### config.mk
export PLATFORM = sky130hd
export DESIGN_NAME = pwrdn_clk_ctrl
export DESIGN_NICKNAME = d
export VERILOG_FILES = /design/src/rtl/pdc_pkg.sv /design/src/rtl/pdc_request.sv /design/src/rtl/pdc_sequencer.sv /design/src/rtl/pdc_clk_gate.sv /design/src/rtl/pwrdn_clk_ctrl.sv
export SDC_FILE = /design/constraint.sdc
export NUM_CORES = 1
export LEC_CHECK = 0
export BUFFER_PORTS_ARGS = -buffer_cell sky130_fd_sc_hd__buf_4
export CAP_MARGIN = 10
export CORE_AREA = 2 2 39 41
export CTS_CLUSTER_SIZE = 25
export DETAILED_ROUTE_END_ITERATION = 16
export DIE_AREA = 0 0 41 43
export GPL_ROUTABILITY_DRIVEN = 1
export PLACE_DENSITY = 0.46
export SLEW_MARGIN = 20
export SYNTH_ARGS = -nofsm -noshare
export SYNTH_HDL_FRONTEND = slang
export SYNTH_HIERARCHICAL = 1
export SYNTH_SLANG_ARGS = --single-unit
### constraint.sdc
create_clock -name clk -period 1.45 [get_ports clk]
set_input_delay 0.3625 -clock clk [delete_from_list [all_inputs] [get_ports clk]]
set_output_delay 0.3625 -clock clk [all_outputs]
set_load 0.05 [all_outputs]
### src/rtl/pdc_pkg.sv
// Shared types for the power-down clock controller.
// Assumes: nothing beyond IEEE 1800-2017.
package pdc_pkg;
    typedef enum logic [1:0] {
        PD_RUN    = 2'd0,   // clocks released
        PD_HALT   = 2'd1,   // power-down active
        PD_SETTLE = 2'd2    // crystal restarting, clocks still held
    } pd_state_t;
endpackage

### src/rtl/pdc_request.sv
// Merges the power-down sources into one request.
// Assumes: all inputs are synchronous to the control clock.
module pdc_request (
    input  logic pd_pin,
    input  logic sw_pd,
    input  logic pin_is_cs,
    output logic pd_req
);
    // Pin counts only while it is configured as a power-down input.
    always_comb pd_req = sw_pd | (pd_pin & ~pin_is_cs);
endmodule

### src/rtl/pdc_sequencer.sv
// Power-down state machine with crystal settling counter.
// Assumes: tick is a one-cycle pulse; STAB_TICKS >= 1.
module pdc_sequencer
    import pdc_pkg::*;
#(
    parameter int STAB_TICKS = 16
) (
    input  logic      clk,
    input  logic      rst_n,
    input  logic      tick,
    input  logic      pd_req,
    input  logic      xtal_mode,
    output pd_state_t state,
    output logic      deep_q
);
    localparam int CW = (STAB_TICKS > 1) ? $clog2(STAB_TICKS) : 1;
    localparam logic [CW-1:0] LAST = CW'(STAB_TICKS - 1);

    logic [CW-1:0] cnt;

    // Next state, depth capture and settling count.
    always_ff @(posedge clk) begin
        if (!rst_n) begin
            state  <= PD_RUN;
            deep_q <= 1'b0;
            cnt    <= '0;
        end else begin
            unique case (state)
                PD_RUN: begin
                    cnt <= '0;
                    if (pd_req) begin
                        state  <= PD_HALT;
                        deep_q <= xtal_mode;
                    end
                end
                PD_HALT: begin
                    cnt <= '0;
                    if (!pd_req)
                        state <= deep_q ? PD_SETTLE : PD_RUN;
                end
                PD_SETTLE: begin
                    if (pd_req) begin
                        state  <= PD_HALT;
                        deep_q <= xtal_mode;
                        cnt    <= '0;
                    end else if (tick) begin
                        if (cnt == LAST) begin
                            state <= PD_RUN;
                            cnt   <= '0;
                        end else begin
                            cnt <= cnt + 1'b1;
                        end
                    end
                end
                default: begin
                    state <= PD_RUN;
                    cnt   <= '0;
                end
            endcase
        end
    end


    no_overflow_chk: assert property (@(posedge clk) disable iff (!rst_n)
        cnt <= LAST);


    deep_exit_settles_chk: assert property (@(posedge clk) disable iff (!rst_n)
        (state == PD_HALT && deep_q && !pd_req) |=> (state == PD_SETTLE));


    shallow_exit_direct_chk: assert property (@(posedge clk) disable iff (!rst_n)
        (state == PD_HALT && !deep_q && !pd_req) |=> (state == PD_RUN));


    settle_abort_chk: assert property (@(posedge clk) disable iff (!rst_n)
        (state == PD_SETTLE && pd_req) |=> (state == PD_HALT));
endmodule

### src/rtl/pdc_clk_gate.sv
// Derives per-function clock enables, crystal enable and ready flag.
// Assumes: state and deep_q come from pdc_sequencer.
module pdc_clk_gate
    import pdc_pkg::*;
#(
    parameter int N_FUNC = 3
) (
    input  pd_state_t         state,
    input  logic              deep_q,
    input  logic [N_FUNC-1:0] func_en,
    output logic [N_FUNC-1:0] clk_en,
    output logic              xtal_en,
    output logic              ready
);
    logic run;

    // Clocks may run only in the released state.
    always_comb run = (state == PD_RUN);

    genvar i;
    generate
        for (i = 0; i < N_FUNC; i++) begin : g_fn
            // Each function gated by its own enable bit.
            always_comb clk_en[i] = run & func_en[i];
        end
    endgenerate

    // Crystal is off only in a deep power-down.
    always_comb xtal_en = !((state == PD_HALT) && deep_q);

    // Ready mirrors the released state.
    always_comb ready = run;
endmodule

### src/rtl/pwrdn_clk_ctrl.sv
// Top of the power-down clock controller.
// Assumes: synchronous inputs; tick from a slow time base.
module pwrdn_clk_ctrl
    import pdc_pkg::*;
#(
    parameter int N_FUNC     = 3,
    parameter int STAB_TICKS = 16
) (
    input  logic              clk,
    input  logic              rst_n,
    input  logic              tick,
    input  logic              pd_pin,
    input  logic              sw_pd,
    input  logic              xtal_mode,
    input  logic              pin_is_cs,
    input  logic [N_FUNC-1:0] func_en,
    output logic [N_FUNC-1:0] clk_en,
    output logic              xtal_en,
    output logic              ready
);
    logic      pd_req;
    pd_state_t state;
    logic      deep_q;

    pdc_request u_req (
        .pd_pin    (pd_pin),
        .sw_pd     (sw_pd),
        .pin_is_cs (pin_is_cs),
        .pd_req    (pd_req)
    );

    pdc_sequencer #(.STAB_TICKS(STAB_TICKS)) u_seq (
        .clk       (clk),
        .rst_n     (rst_n),
        .tick      (tick),
        .pd_req    (pd_req),
        .xtal_mode (xtal_mode),
        .state     (state),
        .deep_q    (deep_q)
    );

    pdc_clk_gate #(.N_FUNC(N_FUNC)) u_gate (
        .state   (state),
        .deep_q  (deep_q),
        .func_en (func_en),
        .clk_en  (clk_en),
        .xtal_en (xtal_en),
        .ready   (ready)
    );


    sw_request_halts_chk: assert property (@(posedge clk) disable iff (!rst_n)
        sw_pd |=> !ready);


    pin_ignored_chk: assert property (@(posedge clk) disable iff (!rst_n)
        (ready && pin_is_cs && !sw_pd) |=> ready);


    no_clock_without_xtal_chk: assert property (@(posedge clk) disable iff (!rst_n)
        !xtal_en |-> (clk_en == '0 && !ready));
endmodule

# ---- Yosys cells after proc, flatten, opt, wreduce, memory -nomap -nowiden
# Cells that the tools add are included.
dict set report op_classes {
  addsub 1
  mul 0
  div 0
  magnitude_cmp 0
  n_eq_ne 7
  shift 0
  muxes 8
  bitwise_logic 8
  reduce_logical 7
}
# cell count
set ops {}
lappend ops {{$mux W2} 6}
lappend ops {{$pmux W2 S3} 1}
lappend ops {{$add A4 B1 Y4 const B} 1}
lappend ops {{$and A1 B1 Y1} 4}
lappend ops {{$eq A4 B4 Y1 const B} 1}
lappend ops {{$mux W4} 1}
lappend ops {{$ne A2 B2 Y1 const B} 2}
lappend ops {{$reduce_and A4 Y1} 1}
lappend ops {{$ne A3 B1 Y1 const B} 1}
lappend ops {{$ne A3 B2 Y1 const B} 1}
lappend ops {{$not A1 Y1} 3}
lappend ops {{$reduce_or A3 Y1} 1}
lappend ops {{$eq A2 B1 Y1 const B} 1}
lappend ops {{$eq A2 B2 Y1 const B} 1}
lappend ops {{$logic_not A2 Y1} 1}
lappend ops {{$reduce_and A2 Y1} 1}
lappend ops {{$reduce_or A2 Y1} 1}
lappend ops {{$logic_and A1 B1 Y1} 1}
lappend ops {{$logic_not A1 Y1} 1}
lappend ops {{$or A1 B1 Y1} 1}
dict set report totals {
  register_bits 7
  latchBits 0
  ram_bits 0
  rom_bits 0
  out_inout_bits 5
  elab_cells 34
  n_memories 0
}

# ---- Longest topological paths before layout
# Gate-level depths: netlist of run 1.
dict set report logic_depth {
  word_depth 5
  mapped_depth 5
  mapped_depth_nobuf 5
}

# ---- Cells and area by module
# The synthesis of run 1 kept the hierarchy.
# module instances cells_per_inst area_each_um2 seq_area_each_um2
set modules_own_cells {}
lappend modules_own_cells {pdc_sequencer 1 34 307.8 140.1}
lappend modules_own_cells {pdc_clk_gate 1 5 33.8 0.0}
lappend modules_own_cells {pdc_request 1 2 11.3 0.0}

# ---- Least setup slack after synthesis of run 1
# No wires, ideal clock.
dict set report synth_path {
  kind {reg-to-output}
  start {register u_seq.state[0]}
  end {output port clk_en[0]}
  arrival_ps 1522
  required_time_ps 1087
  setup_slack_ps -435
  path_stages_with_launch 2
  path_buffers 0
  cell_sequence {dfxtp_1 -> nor3b_1}
}
dict set report synth_via {
  elab_chain_cells 2
}
# item line_no
set synth_rtl {}
lappend synth_rtl {{start, declared} pdc_sequencer.sv:13} ;# output pd_state_t state,
lappend synth_rtl {{start signal, assigned} pdc_sequencer.sv:39} ;# state <= deep_q ? PD_SETTLE : PD_RUN;
lappend synth_rtl {{$logic_not A2 Y1} pdc_clk_gate.sv:18} ;# always_comb run = (state == PD_RUN);
lappend synth_rtl {{$and A1 B1 Y1} pdc_clk_gate.sv:24} ;# always_comb clk_en[i] = run & func_en[i];
lappend synth_rtl {{end, declared} pwrdn_clk_ctrl.sv:17} ;# output logic [N_FUNC-1:0] clk_en,
# No other way between the ends.

# ---- Worst setup path after layout of run 1
dict set report layout_path {
  start {register u_seq.state[1]}
  end {output port clk_en[1]}
}
# The elaborated chain is that of the path after synthesis.

==> results of run 1 <==
placed cells by master, fill, tap and decap left out:
cell and count:
o21ai_0 1, mux2i_1 2, xor2_1 1, clkbuf_1 1
dfxtp_4 1, nor3b_1 1, inv_1 1, dfxtp_2 1
nand2_1 4, nand3_1 1, a21o_1 1, nor3b_2 3
nor2_1 3, nand3b_1 3, dfxtp_1 5, ha_1 1
nand4_1 1, nor2b_1 3, buf_4 13, clkbuf_4 3
nand2b_1 1, a21oi_1 5, or3_1 1, buf_6 1
and3b_1 1
cells in the mapped netlist, types with 2 or more instances:
cell,n,area share (%)
nor3b_1,4,8.5
nand3b_1,3,6.4
nor2_1,3,3.2
nand2_1,4,4.3
nor2b_1,3,5.3
a21oi_1,5,7.1
mux2i_1,2,5.7
dfxtp_1,7,40
timing repair:
| action | in CTS | in global routing |
|---|---|---|
| hold endpoints to repair | 0 | 0 |
| resized for setup | 0 | 7 |
| setup endpoints to repair | 0 | 5 |
logic make-up (layout without fill, tap and decap cells):
| kind of cell | after synthesis | count (layout) | share of synthesized area (%) |
|---|---|---|---|
| AND/OR/NAND/NOR | 22 | 22 | 36.9 |
| buffers and inverters | 1 | 19 | 1.06 |
| XOR/XNOR | 1 | 1 | 2.48 |
| flip-flops | 7 | 7 | 39.7 |
| adder cells (fa/ha/maj) | 1 | 1 | 3.55 |
| multiplexers | 2 | 2 | 5.67 |
| AO/OA/AOI/OAI | 7 | 7 | 10.6 |
area by class of cell:
| cell class | instances | area, sq um | share of cell area [%] |
|---|---|---|---|
| sequential | 7 | 145 | 27.5 |
| clock buffer | 4 | 26.3 | 4.98 |
| multi-input combinational | 33 | 224 | 42.4 |
| tap | 16 | 20.0 | 3.79 |
| timing repair buffer | 14 | 109 | 20.6 |
| inverter | 1 | 3.75 | 0.711 |
state kept, by name, indices dropped and copies added, names as in the netlist:
register,cells
u_seq/cnt,4
u_seq/state,2
u_seq/deep_q,1
layer usage:
metal  vias up  routed length [microns]  global-route usage, %
li1        180                        -                      -
met1       152                      308                   12.3
met2        12                      333                   13.8
met3         0                       65                   7.85
met4         0                        0                   8.00
met5         -                        0                      0
metrics by stage:
stage	hold WS [ps]	utilization, %	instances	power [mW]
2_1_floorplan	472	-	41	0.256
3_3_place_gp	497	34.5	71	0.294
3_5_place_dp	499	34.5	71	0.294
4_1_cts	350	36.4	75	0.483
5_1_grt	348	38.2	75	0.511
6_report	359	38.2	75	0.470
power groups by stage:
stage | Combinational [mW] | Clock, mW | Sequential, mW
2_1_floorplan | 0.0514 | 0 | 0.205
3_3_place_gp | 0.0870 | 0 | 0.207
3_5_place_dp | 0.0871 | 0 | 0.207
4_1_cts | 0.0874 | 0.193 | 0.203
5_1_grt | 0.0965 | 0.210 | 0.204
6_report | 0.0901 | 0.176 | 0.203
worst paths after layout:
path                   from              to  cells past startpoint
max          u_seq/state[1]       clk_en[1]                      2
min                   rst_n    u_seq/deep_q                      2
max reg2reg    u_seq/cnt[0]  u_seq/state[1]                      4
min reg2reg    u_seq/cnt[3]    u_seq/cnt[3]                      2
critical path, stage by stage (launching register included):
cell     delay, ps
dfxtp_2        360
nor3b_2        180
buf_4          210
==> out/results.ini, run 1 <==
[power_and_ir_drop]
seq_power_share_pct = 43.3
combinationalPowerShare_pct = 19.2
cellInternalPower_mw = 0.343
share_clk_of_total_power_pct = 37.5
switching_share_pct = 27.0
power_density_mw_per_mm2 = 890
net-switching-power_mw = 0.127
ir_drop_worst_case_vdd_uv = 364
p_leak_nw = 0.222

[detailed_routing]
postRouteWirelength_microns = 707
drt_first_iter_violations = 5
post_drt_via_cell_ratio = 4.59
detailroute.via_count = 344
detail_route.first_pass.iterations = 4
detail_route.wl_per_cell_microns = 9.43
remaining_drcs = 0
drt.antenna.violating_nets = 0

[synthesis]
synth_cells = 41
synth_async_reset_ratio_pct = 0
synth_flop_cell = dfxtp_1
number_of_register_bits_inferred_by_synthesis = 7
synth-edff-count = 0
post_synth_num_cell_types = 18
post_synth.cell_area_avg_sq_um = 8.61
syn_nets = 52
synth.yosys.seq_area_share_pct = 39.7
synthesis.area_sq_um = 353
synth.yosys.warnings = 6

[floorplanning]
starting_density_pct = 25.5
die_h_microns = 43
die_area_sq_mm = 0.00176
die_w_microns = 41
std_cell_rows = 14
top_level_ports = 15
core_area_sq_mm = 0.00138

[hold_path]
timing.hold.worst.class = in -> reg

[worst_setup_path]
sort_of_element_at_the_start_of_the_critical_path = flip-flop
setup.reg_to_reg.worst_slack_ps = 390
worst-endpoint-arrival_ps = 1000
worst-setup-path-type = reg -> out
path_max_fanout = 8
critPathRequiredTime_ps = 1090
setup.worst_path.end_class = output pin

[global_routing]
global_route_wire_length_before_repair_microns = 1200
grt_max_degree = 10
first_global_vias = 293
grt_antenna_before_repair = 0
grt_remaining_overflow = 0
gr_util_all_layers_pct = 11.0

[clock_network]
clkSlewWorstSetupHoldPaths_ps = 50
cts.sink_count = 7
htreeDepth = 1
cts_max_path_buffers = 2
tritoncts.num_buffers = 3
cts_hold_buf = 0
cts_root_buffer = clkbuf_4
cts_setup_buffers = 0
insertion_delay_ps = 250
tritoncts = built

[outcome]
outcome = finished clean

[place]
gpl.final_weighted_congestion = 0.620
detailedPlacementHpwl_microns = 551
post_dp_cell_area_sq_um = 478
detailedPlace.worstSlack_ps = 251
io_buffers = 14

[sta]
tns_ps = 0
timing_max_transition_violations_final = 0
setup_violations = 0
timing.final.crit_period_ps = 1370
final_hold_fails = 0
clock_skews_ps = 2.41
setup_repair_after_global_routing_missed_its_margin = yes
worstMarginPinSlew_ps = 167
max_slew_margin_pct = 88.8
highest_clock_frequency_the_design_can_meet_mhz = 731
post-route-worst-setup-slack_ps = 82.9
fin_crit_sh_pct = 94.3

[finish]
finalNetCount = 71
areaGrowthSynthToFinish_pct = 49.6
antenna-diode-count = 0
layout.filler_cells = 152
layout-drive-gt1-share_pct = 37.3
fin_area_sq_um = 528

[job]
cap_viol_max_count = 0

No activity file was read; power rests on OpenSTA's default activity.
==> inputs of run 2 (changes only) <==
--- a/constraint.sdc
+++ b/constraint.sdc
@@ -3,2 +3,2 @@
 set_output_delay 0.3625 -clock clk [all_outputs]
-set_load 0.05 [all_outputs]
+set_load 0.01 [all_outputs]
==> out/results.ini, run 2 (synthesis results as in run 1) <==
[finish]
most-common-layout-cells = buf_4, dfxtp_1, a21oi_1
finalNetCount = 71  ; unchanged
reg.largest.list = u_seq/cnt x4, u_seq/state x2, u_seq/deep_q x1
largest_register = u_seq/cnt
multiInputGateArea_sq_um = 209  ; -6.7%
max_reg_flops = 4  ; unchanged
fin_area_sq_um = 504  ; -4.5%
seq_area_sq_um = 140  ; -3.4%
areaGrowthSynthToFinish_pct = 42.9
layout-drive-gt1-share_pct = 28.8  ; -8.5 points
layout.filler_cells = 144  ; -5.3%
antenna-diode-count = 0  ; unchanged
final_common_cell = buf_4

[detailed_routing]
remaining_drcs = 0  ; unchanged
detail_route.first_pass.iterations = 2  ; -2
drt_first_iter_violations = 2  ; -3
postRouteWirelength_microns = 751  ; +6.2%
drt.antenna.violating_nets = 0  ; unchanged
detailroute.via_count = 351  ; +2.0%
detail_route.wl_per_cell_microns = 10.0  ; +6.2%
post_drt_via_cell_ratio = 4.68  ; +2.0%

[worst_setup_path]
setup.reg_to_reg.worst_slack_ps = 400  ; about the same
max_stage_delay_ps = 470  ; +110 ps
worst-endpoint-arrival_ps = 990  ; about the same
critical_path.reg2reg.endpoint = u_seq/state[1]
critical-path-top-delay-family = flip-flops
critPathRequiredTime_ps = 1090  ; about the same
reg2reg_depth = 4  ; unchanged
critical_path.cell_chain = nand3b_1, buf_4
r2r-start = u_seq/cnt[0]
setup.worst_path.end_class = output pin
path_max_fanout = 9  ; +1
sort_of_element_at_the_start_of_the_critical_path = flip-flop
worst-setup-path-type = reg -> out
cpMaxStageDelayCell = dfxtp_1
cp_num_buf_inv = 1  ; unchanged
critical_path_cell_count = 2  ; unchanged

[sta]
setup_violations = 0  ; unchanged
fin_crit_sh_pct = 93.3  ; -0.95 points
setup_repair_after_global_routing_missed_its_margin = yes
timing.final.crit_period_ps = 1350  ; -13.7 ps
tns_ps = 0  ; unchanged
worstMarginPinSlew_ps = 279  ; +112 ps
max_slew_margin_pct = 81.4  ; -7.5 points
timing_max_transition_violations_final = 0  ; unchanged
final_hold_fails = 0  ; unchanged
highest_clock_frequency_the_design_can_meet_mhz = 739  ; +1.0%
clock_skews_ps = 4.56  ; +2.14 ps

[place]
gpl.final_weighted_congestion = 0.620  ; about the same
post_dp_cell_area_sq_um = 478  ; unchanged
detailedPlacementHpwl_microns = 572  ; +3.8%
io_buffers = 14  ; unchanged

[global_routing]
grt_remaining_overflow = 0  ; unchanged
first_global_vias = 320  ; +9.2%
grt_antenna_before_repair = 0  ; unchanged
grt_max_degree = 10  ; unchanged
global_route_wire_length_before_repair_microns = 1260  ; +5.2%
gr_util_all_layers_pct = 10.5  ; -0.41 points

[clock_network]
cts_max_path_buffers = 2  ; unchanged
htreeDepth = 1  ; unchanged
tritoncts.num_buffers = 3  ; unchanged
cts_root_buffer = clkbuf_4
cts.sink_count = 7  ; unchanged
clkSlewWorstSetupHoldPaths_ps = 60  ; about the same
cts_setup_buffers = 0  ; unchanged
ctsResizeCount = 0  ; unchanged
tritoncts = built
insertion_delay_ps = 250  ; about the same
cts_hold_buf = 0  ; unchanged

[floorplanning]
die_w_microns = 41  ; unchanged
die_area_sq_mm = 0.00176  ; unchanged
starting_density_pct = 25.5  ; unchanged
die_h_microns = 43  ; unchanged
std_cell_rows = 14  ; unchanged
top_level_ports = 15  ; unchanged
core_area_sq_mm = 0.00138  ; unchanged

[hold_path]
min_to = u_seq/deep_q
timing.hold.worst.class = in -> reg
worstHoldPathCells = 2  ; unchanged
holdCritStartpoint = rst_n

[power_and_ir_drop]
p_leak_nw = 0.212  ; -4.9%
ir_drop_worst_case_vdd_uv = 321  ; -12%
power_density_mw_per_mm2 = 879  ; -1.2%
design_power_total_mw = 0.443  ; -5.6%

[outcome]
outcome = finished clean

[job]
cap_viol_max_count = 0  ; unchanged

-- run 2: metal layers --
metal  track usage [%]  share of wire, %  up-vias
met5                 0                 0        -
met4              6.00                 0        0
met3              3.66               9.5        0
met2              15.0                46       12
met1              13.2                45      157
li1                  -                 -      182
-- run 2: metrics by stage --
step                setup WS, ps  cells  utilization (%)  hold slack [ps]
floorplan                    408     41                -              472
global placement             254     71             34.5              502
detailed placement           251     71             34.5              503
CTS                         68.7     75             36.4              344
global route               -13.7     75             36.4              407
finish                      96.6     75             36.4              347
-- run 2: power breakdown --
group / leakage (nW) / internal (mW) / switching (mW)
logic: 0.140 / 0.0380 / 0.0213
clock network: 0.0150 / 0.105 / 0.0762
registers: 0.0569 / 0.197 / 0.00602
-- run 2: cell type report --
type	count	area share, %
Sequential cell	7	27.8
Clock buffer	4	5.21
Multi-Input combinational cell	33	41.4
Tap cell	16	3.97
Timing Repair Buffer	14	20.8
Inverter	1	0.744
-- run 2: worst max path at each step --
stage                               from      endpoint  slack, ps
after detailed placement       pin_is_cs  u_seq/deep_q        250
after global routing      u_seq/state[0]     clk_en[2]        -10
final                     u_seq/state[0]       xtal_en        100
after global placement         pin_is_cs  u_seq/deep_q        250
after CTS                 u_seq/state[0]       xtal_en         70
after floorplan           u_seq/state[0]     clk_en[0]        410
